`src/rtl/dim_pkg.sv`:
```
package dim_pkg;
  typedef enum logic [1:0] {
    SZ_BYTE = 2'd0,
    SZ_HALF = 2'd1,
    SZ_WORD = 2'd2,
    SZ_DBL  = 2'd3
  } acc_size_e;

  localparam int unsigned SLOT_SHIFT = 6;
  localparam int unsigned SLOT_EFF   = 4;
  localparam int unsigned SLOT_RAW   = 8;

  typedef struct packed {
    logic       hit_mask;
    logic       hit_eff;
    logic       hit_raw;
    logic [1:0] cpu;
    logic       illegal;
  } dec_t;
endpackage

```
`src/rtl/dim_decode.sv`:
```
module dim_decode
  import dim_pkg::*;
#(
  parameter int unsigned ADDR_W    = 32,
  parameter logic [31:0] BASE_ADDR = 32'h0010_0000,
  parameter int unsigned NCPU      = 4
) (
  input  logic              valid,
  input  logic              write,
  input  logic [ADDR_W-1:0] addr,
  input  logic [1:0]        size,
  output dec_t              dec
);
  localparam logic [ADDR_W-1:0] BASE = ADDR_W'(BASE_ADDR);

  logic [ADDR_W-1:0] rel;
  logic [ADDR_W-1:0] slot;
  logic [ADDR_W-1:0] eslot;
  logic              below;
  logic              any_hit;

  always_comb begin
    below        = addr < BASE;
    rel          = addr - BASE;
    slot         = rel >> SLOT_SHIFT;
    eslot        = slot - ADDR_W'(SLOT_EFF);
    dec.hit_mask = !below && (slot < ADDR_W'(NCPU));
    dec.hit_eff  = !below && (slot >= ADDR_W'(SLOT_EFF)) &&
                   (slot < ADDR_W'(SLOT_EFF + NCPU));
    dec.hit_raw  = !below && (slot == ADDR_W'(SLOT_RAW));
    dec.cpu      = dec.hit_eff ? eslot[1:0] : slot[1:0];
    any_hit      = dec.hit_mask | dec.hit_eff | dec.hit_raw;
    dec.illegal  = valid && ((size != SZ_DBL) || !any_hit ||
                   (write && (dec.hit_eff || dec.hit_raw)));
  end
endmodule

```
`src/rtl/dim_raw_vec.sv`:
```
module dim_raw_vec #(
  parameter int unsigned SRC_W = 64,
  localparam int unsigned IDX_W = $clog2(SRC_W)
) (
  input  logic             clk,
  input  logic             rst,
  input  logic             set_i,
  input  logic             clr_i,
  input  logic [IDX_W-1:0] idx_i,
  output logic [SRC_W-1:0] raw_q,
  output logic [SRC_W-1:0] raw_next
);
  logic [SRC_W-1:0] onehot;

  always_comb begin
    onehot   = '0;
    onehot[idx_i] = 1'b1;
    raw_next = raw_q;
    if (clr_i) raw_next = raw_next & ~onehot;
    if (set_i) raw_next = raw_next | onehot;
  end

  always_ff @(posedge clk) begin
    if (rst) raw_q <= '0;
    else     raw_q <= raw_next;
  end
endmodule

```
`src/rtl/dim_cpu_slice.sv`:
```
module dim_cpu_slice #(
  parameter int unsigned SRC_W = 64
) (
  input  logic             clk,
  input  logic             rst,
  input  logic             wr_en,
  input  logic [63:0]      wdata,
  input  logic [SRC_W-1:0] raw_next,
  output logic [SRC_W-1:0] mask_q,
  output logic [SRC_W-1:0] eff_q,
  output logic [SRC_W-1:0] rise_q,
  output logic [SRC_W-1:0] fall_q,
  output logic             irq_q
);
  logic [SRC_W-1:0] mask_next;
  logic [SRC_W-1:0] eff_next;

  always_comb begin
    mask_next = wr_en ? wdata[SRC_W-1:0] : mask_q;
    eff_next  = mask_next & raw_next;
  end

  always_ff @(posedge clk) begin
    if (rst) begin
      mask_q <= '0;
      eff_q  <= '0;
      rise_q <= '0;
      fall_q <= '0;
      irq_q  <= 1'b0;
    end else begin
      mask_q <= mask_next;
      eff_q  <= eff_next;
      rise_q <= eff_next & ~eff_q;
      fall_q <= eff_q & ~eff_next;
      irq_q  <= |eff_next;
    end
  end
endmodule

```
`src/rtl/dev_irq_mask_unit.sv`:
```
module dev_irq_mask_unit
  import dim_pkg::*;
#(
  parameter int unsigned NCPU      = 4,
  parameter int unsigned SRC_W     = 64,
  parameter int unsigned ADDR_W    = 32,
  parameter logic [31:0] BASE_ADDR = 32'h0010_0000,
  localparam int unsigned IDX_W    = $clog2(SRC_W)
) (
  input  logic                   clk,
  input  logic                   rst,
  input  logic                   bus_valid,
  input  logic                   bus_write,
  input  logic [ADDR_W-1:0]      bus_addr,
  input  logic [1:0]             bus_size,
  input  logic [63:0]            bus_wdata,
  output logic                   rd_valid,
  output logic [63:0]            rd_data,
  input  logic                   dev_set,
  input  logic                   dev_clr,
  input  logic [IDX_W-1:0]       dev_idx,
  output logic [NCPU-1:0]        irq_dev,
  output logic [NCPU*SRC_W-1:0]  irq_rise,
  output logic [NCPU*SRC_W-1:0]  irq_fall,
  output logic                   err
);
  dec_t             dec;
  logic [SRC_W-1:0] raw_q;
  logic [SRC_W-1:0] raw_next;
  logic [SRC_W-1:0] mask_arr [NCPU];
  logic [SRC_W-1:0] eff_arr  [NCPU];
  logic [NCPU*SRC_W-1:0] mask_flat;
  logic [NCPU*SRC_W-1:0] eff_flat;
  logic             legal;

  dim_decode #(.ADDR_W(ADDR_W), .BASE_ADDR(BASE_ADDR), .NCPU(NCPU)) i_dec (
    .valid(bus_valid), .write(bus_write), .addr(bus_addr),
    .size(bus_size), .dec(dec)
  );

  dim_raw_vec #(.SRC_W(SRC_W)) i_raw (
    .clk(clk), .rst(rst), .set_i(dev_set), .clr_i(dev_clr),
    .idx_i(dev_idx), .raw_q(raw_q), .raw_next(raw_next)
  );

  assign legal = bus_valid && !dec.illegal;

  for (genvar p = 0; p < NCPU; p++) begin : g_cpu
    logic wr_this;
    assign wr_this = legal && bus_write && dec.hit_mask && (dec.cpu == 2'(p));
    dim_cpu_slice #(.SRC_W(SRC_W)) i_slice (
      .clk(clk), .rst(rst), .wr_en(wr_this), .wdata(bus_wdata),
      .raw_next(raw_next), .mask_q(mask_arr[p]), .eff_q(eff_arr[p]),
      .rise_q(irq_rise[p*SRC_W +: SRC_W]),
      .fall_q(irq_fall[p*SRC_W +: SRC_W]),
      .irq_q(irq_dev[p])
    );
    assign mask_flat[p*SRC_W +: SRC_W] = mask_arr[p];
    assign eff_flat[p*SRC_W +: SRC_W]  = eff_arr[p];
  end

  always_ff @(posedge clk) begin
    if (rst) begin
      rd_valid <= 1'b0;
      rd_data  <= '0;
      err      <= 1'b0;
    end else begin
      rd_valid <= bus_valid && !bus_write;
      rd_data  <= '0;
      if (bus_valid && dec.illegal) err <= 1'b1;
      if (legal && !bus_write) begin
        if (dec.hit_mask)     rd_data <= 64'(mask_arr[dec.cpu]);
        else if (dec.hit_eff) rd_data <= 64'(eff_arr[dec.cpu]);
        else if (dec.hit_raw) rd_data <= 64'(raw_q);
      end
    end
  end
endmodule

```
`config.mk`:
```
export PLATFORM = sky130hd
export DESIGN_NAME = dev_irq_mask_unit
export DESIGN_NICKNAME = d
export VERILOG_FILES = /design/src/rtl/dim_pkg.sv /design/src/rtl/dim_decode.sv /design/src/rtl/dim_raw_vec.sv /design/src/rtl/dim_cpu_slice.sv /design/src/rtl/dev_irq_mask_unit.sv
export SDC_FILE = /design/constraint.sdc
export NUM_CORES = 2
export LEC_CHECK = 0
export BUFFER_PORTS_ARGS = -buffer_cell sky130_fd_sc_hd__buf_2
export CORE_MARGIN = 4
export CORE_UTILIZATION = 45
export DETAILED_ROUTE_END_ITERATION = 8
export PLACE_DENSITY = 0.68
export SYNTH_ARGS = -nofsm -noshare
export SYNTH_HDL_FRONTEND = slang
export SYNTH_SLANG_ARGS = --single-unit
```
`constraint.sdc`:
```
create_clock -name clk -period 1.99 [get_ports clk]
set_input_delay 0 -clock clk [delete_from_list [all_inputs] [get_ports clk]]
set_output_delay 0 -clock clk [all_outputs]
set_load 0.005 [all_outputs]
```
==> flow_metrics.py <==
metrics = {
    "floorplan": {
        "num_io_pins": 692,
        "dieHeight_um": 314,
        "die_area_mm2": 0.0985,
        "die_width_um": 314,
        "core_region_area_mm2": 0.0922,
        "initial_core_util_pct": 45.6,
        "rows": 111,
    },
    "finish": {
        "final_cell_mix": "dfxtp_1, buf_4, nor2_1",
        "fillers": 7380,
        "final_area_mm2": 0.0595,
        "multi_input_area_mm2": 0.0182,
        "syn2layout_area_growth_pct": 41.4,
        "ff_latch_area_mm2": 0.0232,
        "drive_gt1_share_pct": 37.1,
        "nets": 5774,
        "final_common_cell": "dfxtp_1",
    },
    "pwr": {
        "vdd_drop_max_mv": 0.673,
        "combPwrFrac_pct": 2.9,
        "p_leak_nw": 26.5,
        "power_frac_seq_pct": 48.4,
        "switching_share_pct": 21.7,
        "powerDensity_mw_per_mm2": 805,
        "power_frac_clock_pct": 48.7,
        "p_int_w": 0.0375,
        "power_switching_w": 0.0104,
    },
    "sta": {
        "rsz0062_at_grt": "true",
        "finalWorstSetupSlack_ns": -0.0583,
        "finalHoldViolations": 0,
        "finalCriticalPeriod_ns": 2.05,
        "hold-worst-slack_ns": 0.0673,
        "setup_violations": 4,
        "tightest_slew_ns": 1.05,
        "post-route-period-util_pct": 103,
        "worst_clock_skew_ns": 0.0211,
        "fmax_ghz": 0.488,
        "slew_violations": 0,
        "timing.setup.tns_ns": -0.181,
        "slew_headroom_pct": 30.3,
    },
    "route": {
        "drt-total-wl_mm": 173,
        "met2_length_mm": 78.2,
        "drcViolationCount": 0,
        "wl_per_cell_um": 24.7,
        "antenna_left": 0,
        "top_layer": "met5",
        "viasPerCell": 5.64,
        "vias": 39500,
        "drt-met1-wl_mm": 68.7,
        "wl_met3_mm": 16.9,
        "first_pass_iters": 5,
        "drt_iter0_markers": 4466,
    },
    "yosys": {
        "synth_fa_ha_area_share_pct": 0,
        "synth_area_leaders": "dfxtp_1, nor2_1, mux4_2",
        "synthMuxAreaShare_pct": 9.27,
        "synth_cells": 4176,
        "synthSimpleGateAreaFrac_pct": 21.8,
        "syn_nets": 4286,
        "avgSynthCellArea_um2": 10.1,
        "synth_top_family_by_area": "simple AND/OR/NAND/NOR gates",
        "synth_compound_area_share_pct": 9.90,
        "syn_area_mm2": 0.0421,
        "ys_warn_count": 0,
        "synth_ff_type": "dfxtp_1",
        "yosysSeqAreaShare_pct": 55.1,
        "ys_ff_latch": 1158,
        "synth_xor_area_share_pct": 0,
        "yosysUniqueCellTypes": 51,
        "synth_async_sr_flop_share_pct": 0,
        "synth-edff-count": 0,
        "synth_largest_area_cell": "dfxtp_1",
        "synth_top_area_share_pct": 55.1,
    },
    "cts": {
        "cts_tree": "built",
        "cts.sinks": 1158,
        "clk_latency_ns": 0.70,
        "numCtsBuffers": 113,
        "htree_levels": 3,
        "root_buffer": "clkbuf_16",
        "max-clock-path-buffers": 3,
        "clk_pin_slew_ns": 0.07,
    },
    "global_routing": {
        "grt.total_usage_pct": 33.8,
        "antenna_found_initial": 12,
        "grt_pass1_wl_mm": 250,
        "overflow": 0,
        "grt_pass1_vias": 38300,
        "grt_max_degree": 105,
    },
    "critical_path": {
        "crit_required_ns": 2.56,
        "critPathLaunchType": "input pin",
        "crit_type": "input pin to flop",
        "cp_max_fo": 19,
        "cp-end-kind": "flop",
        "cp.arrival_ns": 2.62,
    },
    "run": {
        "max_cap_violations": 0,
    },
    "placed_design": {
        "portBuffers": 685,
        "preCtsSetupSlack_ns": -1.54,
        "place.gp.congestion": 0.956,
        "dp_hpwl_mm": 126,
        "dpl_cell_area_mm2": 0.0530,
    },
    "status": {
        "status": "complete, but fails checks",
        "violations": "setup timing",
    },
    "min_path": {
        "holdCritPathClass": "input pin to flop",
    },
}
[kinds of logic after synthesis]
| logic type | after synthesis |
|---|---|
| flops | 1158 |
| simple gates | 1739 |
| mux | 224 |
| compound gates | 680 |
| buf+inv | 375 |
[worst paths after layout]
path              slack (ns)                             startpoint                                endpoint  cells past startpoint
setup reg to reg        0.01             i_raw.raw_q[50]$_SDFF_PP0_       g_cpu[1].i_slice.irq_q$_SDFF_PP0_                      8
hold reg to reg         0.44  g_cpu[1].i_slice.eff_q[18]$_SDFF_PP0_  g_cpu[1].i_slice.rise_q[18]$_SDFF_PP0_                      1
setup / recovery       -0.06                           bus_addr[26]       g_cpu[0].i_slice.irq_q$_SDFF_PP0_                     11
hold / removal          0.07                            bus_addr[9]                        err$_SDFFE_PP0P_                      7
[layout make-up]
type,instances,area share [%]
well taps,1243,2.61
clock buffers,147,5.40
repair buffers,1684,20.5
multi-input cells,2643,30.6
flip-flops and latches,1158,39.0
inverters,64,0.404
clock inverters,64,1.46
diodes,5,0.0210
[power groups by stage]
stage | Sequential [W] | Combinational (W) | Clock [W]
6_report | 0.0232 | 0.00140 | 0.0233
5_1_grt | 0.0232 | 0.00144 | 0.0244
4_1_cts | 0.0232 | 0.00135 | 0.0235
3_5_place_dp | 0.0237 | 0.00120 | 0
3_3_place_gp | 0.0237 | 0.00120 | 0
2_1_floorplan | 0.0237 | 0.000563 | 0
[sequential cells by signal, summed over array words and instances (netlist names)]
register              count
err                       1
rd_valid                  1
g_cpu.i_slice.mask_q    256
g_cpu.i_slice.irq_q       4
g_cpu.i_slice.rise_q    256
g_cpu.i_slice.fall_q    256
rd_data                  64
g_cpu.i_slice.eff_q     256
i_raw.raw_q              64
[critical path: stages]
cell       delay [ns]
buf_2            0.12
nor4_4           0.31
and4_4           0.44
buf_12           0.23
buf_12           0.13
clkbuf_16        0.17
a21boi_0         0.13
o21ai_0          0.33
o2111ai_2        0.29
nor4_4           0.29
a41oi_2          0.14
[per-layer routing]
layer  track usage (%)  vias to the layer above
met5                 0                        -
met4              16.5                       12
met3              6.76                      440
met2              52.8                     2281
met1              44.9                    19100
li1                  -                    17700
[timing repair]
| action | in CTS | in global routing |
|---|---|---|
| setup buffers | 32 | 19 |
| gates cloned | 7 | 2 |
| endpoints found under the setup margin | 4 | 6 |
| gates resized for setup | 200 | 160 |
| hold buffers | 70 | 0 |
| hold endpoints to repair | 946 | 0 |
| pin swaps | 49 | 85 |
[metrics by stage]
step                total power (W)  utilization, %  std cells
CTS                          0.0480            63.9       6988
floorplan                    0.0243               -       4176
detailed placement           0.0249            57.5       6673
finish                       0.0479            64.5       7008
global route                 0.0491            64.5       7004
global placement             0.0249            57.5       6673
[Yosys cell counts, types with 65 or more instances]
cell type     n
a21boi_0    159
nand3_1      69
and3b_1     160
dfxtp_1    1158
a21oi_1      65
nor2_1      771
mux4_2      128
o21ai_0     327
clkbuf_1    214
buf_2        65
and3_1      160
nor3_1      258
nor3b_1      97
(Power assumes the default switching activity.)
